==> src/rtl/dma_blk_count_pkg.sv <==
package dma_blk_count_pkg;
  localparam int unsigned UNIT_W = 8;
  localparam int unsigned BLK_W  = 16;
  localparam int unsigned SEL_W  = 2;

  typedef enum logic [SEL_W-1:0] {
    SEL_HOLD = 2'd0,
    SEL_UNIT = 2'd1,
    SEL_BLK  = 2'd2,
    SEL_BOTH = 2'd3
  } wr_sel_e;
endpackage

==> src/rtl/dma_unit_counter.sv <==
module dma_unit_counter #(
  parameter int unsigned W = 8
) (
  input  logic         clk,
  input  logic         rst_n,
  input  logic         wr_hold,
  input  logic         wr_cnt,
  input  logic [W-1:0] wr_data,
  input  logic         step,
  output logic [W-1:0] hold_q,
  output logic [W-1:0] cnt_q,
  output logic         wrap
);
  localparam logic [W-1:0] ONE = W'(1);

  logic [W-1:0] hold_d;
  logic [W-1:0] cnt_d;
  logic         at_one;

  assign at_one = (cnt_q == ONE);
  assign wrap   = step & at_one;

  always_comb begin
    hold_d = hold_q;
    cnt_d  = cnt_q;
    if (wr_hold) hold_d = wr_data;
    if (wr_cnt) begin
      cnt_d = wr_data;
    end else if (step) begin
      cnt_d = at_one ? hold_q : (cnt_q - ONE);
    end
  end

  always_ff @(posedge clk or negedge rst_n) begin
    if (!rst_n) begin
      hold_q <= '0;
      cnt_q  <= '0;
    end else begin
      if (wr_hold)        hold_q <= hold_d;
      if (wr_cnt || step) cnt_q  <= cnt_d;
    end
  end
endmodule

==> src/rtl/dma_block_counter.sv <==
module dma_block_counter #(
  parameter int unsigned W = 16
) (
  input  logic         clk,
  input  logic         rst_n,
  input  logic         wr,
  input  logic [W-1:0] wr_data,
  input  logic         step,
  output logic [W-1:0] cnt_q,
  output logic         last
);
  localparam logic [W-1:0] ONE = W'(1);

  logic [W-1:0] cnt_d;

  assign last = step & (cnt_q == ONE);

  always_comb begin
    cnt_d = cnt_q;
    if (wr)        cnt_d = wr_data;
    else if (step) cnt_d = cnt_q - ONE;
  end

  always_ff @(posedge clk or negedge rst_n) begin
    if (!rst_n)         cnt_q <= '0;
    else if (wr || step) cnt_q <= cnt_d;
  end
endmodule

==> src/rtl/dma_end_flag.sv <==
module dma_end_flag (
  input  logic clk,
  input  logic rst_n,
  input  logic set,
  input  logic clr,
  output logic end_q
);
  logic end_d;

  always_comb begin
    end_d = end_q;
    if (set)      end_d = 1'b1;
    else if (clr) end_d = 1'b0;
  end

  always_ff @(posedge clk or negedge rst_n) begin
    if (!rst_n) end_q <= 1'b1;
    else        end_q <= end_d;
  end
endmodule

==> src/rtl/dma_blk_count_unit.sv <==
module dma_blk_count_unit
  import dma_blk_count_pkg::*;
#(
  parameter int unsigned UW = UNIT_W,
  parameter int unsigned BW = BLK_W
) (
  input  logic          clk,
  input  logic          rst_n,
  input  logic          wr_en,
  input  logic [1:0]    wr_sel,
  input  logic [BW-1:0] wr_data,
  input  logic          unit_done,
  input  logic          arm,
  output logic [UW-1:0] size_hold_o,
  output logic [UW-1:0] unit_cnt_o,
  output logic [BW-1:0] blk_cnt_o,
  output logic          blk_boundary,
  output logic          xfer_end
);
  wr_sel_e sel;
  logic    wr_hold, wr_unit, wr_blk;
  logic    accept, wrap, last, end_q;

  assign sel     = wr_sel_e'(wr_sel);
  assign wr_hold = wr_en & ((sel == SEL_HOLD) | (sel == SEL_BOTH));
  assign wr_unit = wr_en & ((sel == SEL_UNIT) | (sel == SEL_BOTH));
  assign wr_blk  = wr_en & (sel == SEL_BLK);
  assign accept  = unit_done & ~end_q & ~wr_en;

  dma_unit_counter #(.W(UW)) u_unit (
    .clk     (clk),
    .rst_n   (rst_n),
    .wr_hold (wr_hold),
    .wr_cnt  (wr_unit),
    .wr_data (wr_data[UW-1:0]),
    .step    (accept),
    .hold_q  (size_hold_o),
    .cnt_q   (unit_cnt_o),
    .wrap    (wrap)
  );

  dma_block_counter #(.W(BW)) u_blk (
    .clk     (clk),
    .rst_n   (rst_n),
    .wr      (wr_blk),
    .wr_data (wr_data),
    .step    (wrap),
    .cnt_q   (blk_cnt_o),
    .last    (last)
  );

  dma_end_flag u_end (
    .clk   (clk),
    .rst_n (rst_n),
    .set   (last),
    .clr   (arm),
    .end_q (end_q)
  );

  assign blk_boundary = wrap;
  assign xfer_end     = end_q | last;
endmodule

==> config.mk <==
export PLATFORM = sky130hd
export DESIGN_NAME = dma_blk_count_unit
export DESIGN_NICKNAME = d
export VERILOG_FILES = /design/src/rtl/dma_blk_count_pkg.sv /design/src/rtl/dma_unit_counter.sv /design/src/rtl/dma_block_counter.sv /design/src/rtl/dma_end_flag.sv /design/src/rtl/dma_blk_count_unit.sv
export SDC_FILE = /design/constraint.sdc
export NUM_CORES = 1
export LEC_CHECK = 0
export BUFFER_PORTS_ARGS = -buffer_cell sky130_fd_sc_hd__buf_2
export CORE_MARGIN = 3
export CORE_UTILIZATION = 52
export DETAILED_ROUTE_END_ITERATION = 16
export MAX_ROUTING_LAYER = met4
export PLACE_DENSITY = 0.8
export SYNTH_ARGS = -nofsm -noshare
export SYNTH_HDL_FRONTEND = slang
export SYNTH_HIERARCHICAL = 1
export SYNTH_SLANG_ARGS = --single-unit
==> constraint.sdc <==
create_clock -name clk -period 3.6 [get_ports clk]
set_input_delay 0.72 -clock clk [delete_from_list [all_inputs] [get_ports clk]]
set_output_delay 0.72 -clock clk [all_outputs]
set_load 0.005 [all_outputs]
* Word level (Yosys, flattened, before mapping)
Cells that the tools add are included.
** Word-level totals
- Flip-flop bits (word level) :: 33
- Bits in latches :: 0
- Memory bits (writable) :: 0
- Memory bits (read-only) :: 0
- Input port bits :: 23
- Output and inout bits :: 34
- Word-level logic and storage cells :: 38
- Memories :: 0
** Operators by class
- Add/subtract/negate cells :: 2
- Multiply operators :: 0
- Div/mod/pow operators :: 0
- $lt $le $gt $ge :: 0
- Equality and inequality tests :: 5
- Shift-type cells :: 0
- Mux-type cells :: 7
- Bitwise operators :: 12
- Reduce and logical (&&, ||, !) cells :: 8
** Operators with widths (count)
- $mux W16 :: 2
- $mux W8 :: 3
- $eq A16 B1 Y1 const B :: 1
- $sub A16 B1 Y16 const B :: 1
- $eq A8 B1 Y1 const B :: 1
- $sub A8 B1 Y8 const B :: 1
- $and A1 B1 Y1 :: 7
- $reduce_bool A2 Y1 :: 3
- $eq A2 B2 Y1 const B :: 2
- $reduce_and A2 Y1 :: 2
- $or A1 B1 Y1 :: 3
- $eq A2 B1 Y1 const B :: 1
- $logic_not A2 Y1 :: 1
- $logic_or A1 B1 Y1 :: 2
- $mux W1 :: 2
- $not A1 Y1 :: 2

* Longest topological paths before layout
Gate-level depths: netlist of the first run.
- Depth after elaboration :: 6
- Gate-level depth with buffers :: 9
- Gate-level depth less buffers :: 8

* Cells and area by module
Netlist of the first run, hierarchy kept.
** By module, submodules not included
- dma_block_counter :: instances 1, cells each 99, area an instance 920.9 um^2, seq. area each 400.4 um^2
- dma_unit_counter :: instances 1, cells each 88, area an instance 910.9 um^2, seq. area each 400.4 um^2
- dma_blk_count_unit :: instances 1, cells each 10, area an instance 83.8 um^2, seq. area each 0.0 um^2
- dma_end_flag :: instances 1, cells each 3, area an instance 37.5 um^2, seq. area each 26.3 um^2

* Worst setup path before layout of the first run
Ideal clock, no wire load.
- Path kind :: reg2out
- Start point :: register u_unit.cnt_q[3]
- End point :: output xfer_end
- Arrival time :: 2737 ps
- Path slack :: 143 ps
- Cell stages (with the launch flop) :: 9
- Path through :: dfrtp_1 or4_4 or4b_4 buf_6 nor2_1 nor4b_1 nand2_1 nor4b_1 or2_1
** Between the ends
- Cells in the longest elaborated chain, start to end :: 4
** Ends and longest elaborated chain
- start, declared :: line dma_unit_counter.sv:11 : output logic [W-1:0] cnt_q,
- start signal, assigned :: line dma_unit_counter.sv:40 : if (wr_cnt || step) cnt_q <= cnt_d;
- $eq A8 B1 Y1 :: line dma_unit_counter.sv:20 : assign at_one = (cnt_q == ONE);
- $and A1 B1 Y1 :: line dma_unit_counter.sv:21 : assign wrap = step & at_one;
- named net blk_boundary :: line dma_blk_count_unit.sv:17 : output logic blk_boundary,
- $and A1 B1 Y1 :: line dma_block_counter.sv:16 : assign last = step & (cnt_q == ONE);
- named net last :: line dma_blk_count_unit.sv:22 : logic accept, wrap, last, end_q;
- $or A1 B1 Y1 :: line dma_blk_count_unit.sv:61 : assign xfer_end = end_q | last;
- end, declared :: line dma_blk_count_unit.sv:18 : output logic xfer_end
The timed path passes the listed nets, and every way through them passes these cells.

* Final worst setup path of the first run
- Start point :: register u_unit.cnt_q[2]
- End point :: output xfer_end
** Between the ends
- Cells in the longest elaborated chain, start to end :: 4
** Ends and longest elaborated chain (line)
- $eq A8 B1 Y1 :: dma_unit_counter.sv:20
- $and A1 B1 Y1 :: dma_unit_counter.sv:21
- $and A1 B1 Y1 :: dma_block_counter.sv:16
- named net last :: dma_blk_count_unit.sv:22
- $or A1 B1 Y1 :: dma_blk_count_unit.sv:61
The timed path passes the listed nets, and every way through them passes these cells.

==> qor.csv, run 1 <==
metric;value;unit
status;finished clean;
Worst Hold Class;in -> async;
routed metal-1 wire length;2.07;mm
clock root cell;clkbuf_8;
Final min period;3.47;ns
total power;1.27;mW
syn_nets;230;
core box area;3470;um^2
initial core utilization;56.3;%
DR top layer;met4;
crit-path cells;or4_4 > or4b_4 > nor2_4 > nor4b_4 > nand2_2 > nor4b_4 > or2_1 > buf_2;
Synth area leader;dfrtp_1;
row cnt;21;
post-synth cell types;45;
initial antenna violation count;0;
post-synthesis sequential area ratio;42.3;%
vias in the first global route;1561;
Clk pin slew, worst setup/hold paths;0.07;ns
leakage;1.14;nW
Crit. path cell count;8;
CP peak stage delay;0.57;ns
max-slew violation count;0;
critical path's slowest cell;or4_4;
Slew HR;45.3;%
cell family contributing the most delay on the critical path;simple AND/OR/NAND/NOR gates;
CP required;2.88;ns
CTS Buf Count;5;
Placer Congestion;0.884;
ant diodes;0;
Met2 Wirelength;2.29;mm
R2R cell count;8;
Mapped Cells;200;
clk buf depth;2;
largest net degree at the start of global routing;34;
fin cells;308;
storage element area;828;um^2
Total Die Area;4530;um^2
Fill cells;294;
iteration-0 DRC count of the detailed router;131;
H-tree levels;2;
share of cells above drive strength 1;35.1;%
mean post-synth cell area;9.77;um^2
first-pass GRT wire length;7.55;mm
Total Routing Usage GR;23.1;%
Sink Count;33;
multi-input logic area;1090;um^2
Final Hold Vio Count;0;
CTS tree;yes;
Area contributors post-synth;dfrtp_1 41%, xor2_1 5.4%, o21ai_0 4.9%, mux2_2 4.6%, ha_1 4.5%;
Syn. warnings;6;
vias per cell;5.62;
Post-synth EDFFs;0;
startpoint types;register;
Peak supply drop;354;uV
io pins;57;
Inst Count DP;297;
WP buf/inv;1;
top-area cell type share of the netlist area;41.0;%
Least-Margin Pin Slew;0.820;ns
P per Cell Area;515;nW/um^2
DRC Markers;0;
cell mode on critical path;nor4b_4;
Cell Area, Synth;1950;um^2
final clock period utilization by the worst path;96.5;%
Max-cap violations;0;
synthesis-stage register bit count;33;
Skew-Pair Late Insertion Delay;0.29;ns
Async S/R FF share, synth;100;%
Data arrival, critical path;2.75;ns
critical path type;reg -> out;
Die Y;67.3;um
CP max FO;5;
Worst Setup End Kind;primary output;
Area Growth Syn to Fin;25.9;%
DIE WIDTH;67.3;um
post-cts hold buffer count;0;
GR Overflow Total;0;
WL/cell;15.7;um
ys flop type;dfrtp_1;
met3 wire len;369;um
IO buf count;56;
via count;1732;
clk_skew;0.00667;ns
Nets;291;
drt first pass iters;4;
post-route antenna net violation count;0;
DP HPWL;3.40;mm
Post-Route WL;4.84;mm
FMAX;288;MHz
# setup viols final;0;
## placed cells by master (no fill, tap or decap), drive strengths merged, types with 3 or more instances in the layout
cell	count
mux2	8
o41ai	3
clkbuf	6
or4	4
nand3	3
ha	7
xor2	12
a21oi	9
nor3	5
mux2i	4
nor2	12
o21ai	21
nand2b	3
nor3b	8
buf	62
dfrtp	32
inv	10
o31ai	4
a31oi	3
nand2	18
and2	3
## cells in the mapped netlist, drive strengths merged, types with 4 or more instances
cell type  number
nand2          18
ha              7
nor3            5
dfrtp          32
clkbuf          7
o31ai           4
mux2i           4
xor2           12
o21ai          21
mux2            8
nor2           12
inv            10
or4             4
a21oi           9
nor3b           8
## final timing paths
| kind | start | to | slack [ns] |
|---|---|---|---|
| max | u_unit/cnt_q[2]$_DFFE_PN0P_ | xfer_end | 0.13 |
| min | rst_n | u_unit/hold_q[7]$_DFFE_PN0P_ | 0.49 |
| max reg2reg | u_unit/cnt_q[2]$_DFFE_PN0P_ | u_blk/cnt_q[5]$_DFFE_PN0P_ | 0.42 |
| min reg2reg | u_unit/hold_q[1]$_DFFE_PN0P_ | u_unit/hold_q[1]$_DFFE_PN0P_ | 0.53 |
| max in group asynchronous | rst_n | u_unit/cnt_q[2]$_DFFE_PN0P_ | 2.60 |
| min in group clk | u_unit/hold_q[1]$_DFFE_PN0P_ | u_unit/hold_q[1]$_DFFE_PN0P_ | 0.53 |
## report_power, final
part / internal (mW) / total (mW) / leakage (nW) / switching, mW
Combinational: 0.188 / 0.362 / 0.689 / 0.174
Sequential: 0.442 / 0.542 / 0.397 / 0.0999
Clock: 0.225 / 0.364 / 0.0574 / 0.139
## worst reg2reg max path: stages (launching register included)
cell,delay (ns)
dfrtp_2,0.43
or4_4,0.57
or4b_4,0.52
nor2_4,0.12
buf_4,0.15
nor3b_1,0.60
nand2b_1,0.26
o31ai_1,0.28
a31oi_1,0.12
## cell families (layout without fill, tap and decap cells)
logic type	after synthesis	after routing	synth area share, %
flops	33	33	42.3
compound gates	45	45	13.7
buf+inv	18	80	3.84
xor+xnor	14	14	6.28
simple gates	71	71	22.7
fa+ha+maj	7	7	4.48
mux	12	12	6.66
## per-layer routing
| layer | track usage (%) | vias up |
|---|---|---|
| met5 | - | - |
| met4 | 10.4 | 0 |
| met3 | 3.99 | 11 |
| met2 | 35.1 | 62 |
| met1 | 30.2 | 819 |
| li1 | - | 840 |
## repair_timing
action / CTS / global route
resized for setup: 2 / 6
buffers inserted: 0 / 3
setup endpoints to repair: 1 / 1
pin swaps: 0 / 2
## cell type report
class	count	area share, %
multi-input cells	149	44.4
flip-flops and latches	33	33.7
repair buffers	62	13.2
clock buffers	6	3.36
well taps	46	2.34
clock inverters	2	1.53
inverters	10	1.53
## flip-flops by register name (all words and copies together) (netlist names)
| name | cells |
|---|---|
| u_blk/cnt_q | 16 |
| u_end/end_q | 1 |
| u_unit/cnt_q | 8 |
| u_unit/hold_q | 8 |
## per-stage QoR
stage	TNS, ns	util, %	worst slack [ns]	cell area (um^2)	hold slack, ns
after detailed placement	0	65.6	0.191	2280	0.518
after global placement	0	65.6	0.339	2280	0.511
after CTS	0	69.4	0.0376	2410	0.515
after floorplan	0	-	0.143	1950	0.424
after global routing	-0.0201	70.9	-0.0201	2460	0.546
final	0	70.9	0.128	2460	0.495
(Power assumes the default switching activity.)
==> inputs of run 2 (changes only) <==
--- a/config.mk
+++ b/config.mk
@@ -9,7 +9,6 @@
 export CORE_MARGIN = 3
 export CORE_UTILIZATION = 52
 export DETAILED_ROUTE_END_ITERATION = 16
-export MAX_ROUTING_LAYER = met4
 export PLACE_DENSITY = 0.8
 export SYNTH_ARGS = -nofsm -noshare
 export SYNTH_HDL_FRONTEND = slang
==> run 2 against run 1 <==
  * Via count grew 1.2%
  * Critical path depth unchanged
  * Combinational power is 1% higher
  * Power rose by 0.37%
  * Largest power group unchanged
  * Highest routed layer unchanged
==> qor.csv, run 2 (same netlist as run 1, synthesis figures left out) <==
metric;value;unit
status;finished clean;
setup slack, reg-to-reg;0.46;ns
DRC Markers;0;
first-pass GRT wire length;7.56;mm
Slew HR;44.9;%
Total Die Area;4530;um^2
# setup viols final;0;
io pins;57;
Clk pin slew, worst setup/hold paths;0.07;ns
Fill cells;293;
Skew-Pair Late Insertion Delay;0.28;ns
Final min period;3.45;ns
Sink Count;33;
Placer Congestion;0.869;
Worst Hold Class;in -> async;
Setup crit start;u_unit/cnt_q[2]$_DFFE_PN0P_;
via count;1752;
initial antenna violation count;0;
Least-Margin Pin Slew;0.827;ns
ant diodes;0;
Sequential Power Share;42.6;%
vias in the first global route;1556;
core box area;3470;um^2
most frequent cells in the layout;56 x buf_2, 31 x dfrtp_1, 19 x o21ai_0;
storage element area;828;um^2
CTS Buf Count;5;
reg-to-reg startpoint;u_unit/cnt_q[2]$_DFFE_PN0P_;
Clk pwr share;28.5;%
Post-Route WL;4.86;mm
iteration-0 DRC count of the detailed router;97;
critical path's slowest cell;or4_4;
internal power;858;uW
Max-cap violations;0;
CP peak stage delay;0.56;ns
reg2reg end;u_blk/cnt_q[5]$_DFFE_PN0P_;
WP buf/inv;1;
total power;1.27;mW
Final Hold Vio Count;0;
vias per cell;5.67;
largest net degree at the start of global routing;34;
initial core utilization;56.3;%
final hold slack;0.498;ns
IO buf count;56;
most flop-heavy register;u_blk/cnt_q;
DP HPWL;3.40;mm
combinational share of power;28.8;%
max FFs per register;16;
DIE WIDTH;67.3;um
Area Growth Syn to Fin;26.3;%
H-tree levels;2;
multi-input logic area;1090;um^2
pre-CTS setup slack;0.191;ns
post-route antenna net violation count;0;
leakage;1.15;nW
startpoint types;register;
CTS tree;yes;
critical path type;reg -> out;
clock root cell;clkbuf_8;
P per Cell Area;516;nW/um^2
WL/cell;15.7;um
final clock period utilization by the worst path;95.9;%
row cnt;21;
Nets;292;
Die Y;67.3;um
FMAX;290;MHz
TNS Setup;0;ns
post-route cell area;2470;um^2
clk_skew;0.00831;ns
Data arrival, critical path;2.73;ns
drt first pass iters;4;
commonest non-fill, non-tap cell in the layout;buf_2;
CP max FO;5;
crit-path cells;or4_4 > or4b_4 > nor2_4 > nor4b_4 > nand2_2 > nor4b_4 > or2_1 > buf_2;
switch share;32.5;%
R2R cell count;8;
GR Overflow Total;0;
Total Routing Usage GR;22.6;%
total net switching power;414;uW
Peak supply drop;353;uV
Worst Setup End Kind;primary output;
clk buf depth;2;
setup ws final;0.146;ns
CP required;2.88;ns
cell family contributing the most delay on the critical path;simple AND/OR/NAND/NOR gates;
Placed Area;2280;um^2
largest registers;u_blk/cnt_q (16), u_unit/cnt_q (8), u_unit/hold_q (8);
post-cts hold buffer count;0;
cell mode on critical path;nor4b_4;
max-slew violation count;0;
share of cells above drive strength 1;35.4;%
## run 2: cell count changes in the layout (fill, tap and decap cells not counted)
cell	before	now
buf_4	6	7
## run 2: final cells by class
type | instances | share of cell area, %
Multi-Input combinational cell | 149 | 44.2
Sequential cell | 33 | 33.6
Timing Repair Buffer | 63 | 13.5
Clock buffer | 6 | 3.35
Tap cell | 46 | 2.33
Clock inverter | 2 | 1.52
Inverter | 10 | 1.52
## run 2: stage by stage
| stage | util [%] | std cells |
|---|---|---|
| 2_1_floorplan | - | 200 |
| 3_3_place_gp | 65.6 | 297 |
| 3_5_place_dp | 65.6 | 297 |
| 4_1_cts | 69.4 | 305 |
| 5_1_grt | 71.1 | 309 |
| 6_report | 71.1 | 309 |
## run 2: power by group through the flow
stage / Clock [mW] / Sequential, mW / Combinational, mW
after floorplan: 0 / 0.534 / 0.200
after global placement: 0 / 0.539 / 0.332
after detailed placement: 0 / 0.544 / 0.343
after CTS: 0.371 / 0.539 / 0.346
after global routing: 0.388 / 0.555 / 0.407
final: 0.363 / 0.542 / 0.367
## run 2: worst max path at each step
stage          depth (start not counted)       end  slack, ns
3_5_place_dp                           8  xfer_end       0.19
5_1_grt                                8  xfer_end     -0.009
2_1_floorplan                          8  xfer_end       0.14
4_1_cts                                8  xfer_end       0.04
6_report                               8  xfer_end       0.15
3_3_place_gp                           8  xfer_end       0.34
## run 2: what timing repair did
action                     CTS  global route
setup endpoints to repair    1             1
setup buffers                0             4
pin swaps                    0             2
gates resized for setup      2             6
## run 2: worst reg2reg max path, cell delays in order, from the launching register on
cell and delay (ns):
dfrtp_2 0.43, or4_4 0.56, or4b_4 0.52, nor2_4 0.12, buf_4 0.15, nor3b_1 0.57, nand2b_1 0.25, o31ai_1 0.30
a31oi_1 0.12
## run 2: routing by layer
layer  GRT usage, %  wire (um)  vias to the layer above  part of all wire, %
li1               -          -                      840                    -
met1           30.2       2060                      835                   42
met4           9.62         80                        0                  1.6
met3           4.99        375                        8                  7.7
met5              0          0                        -                    0
met2           35.1       2340                       69                   48
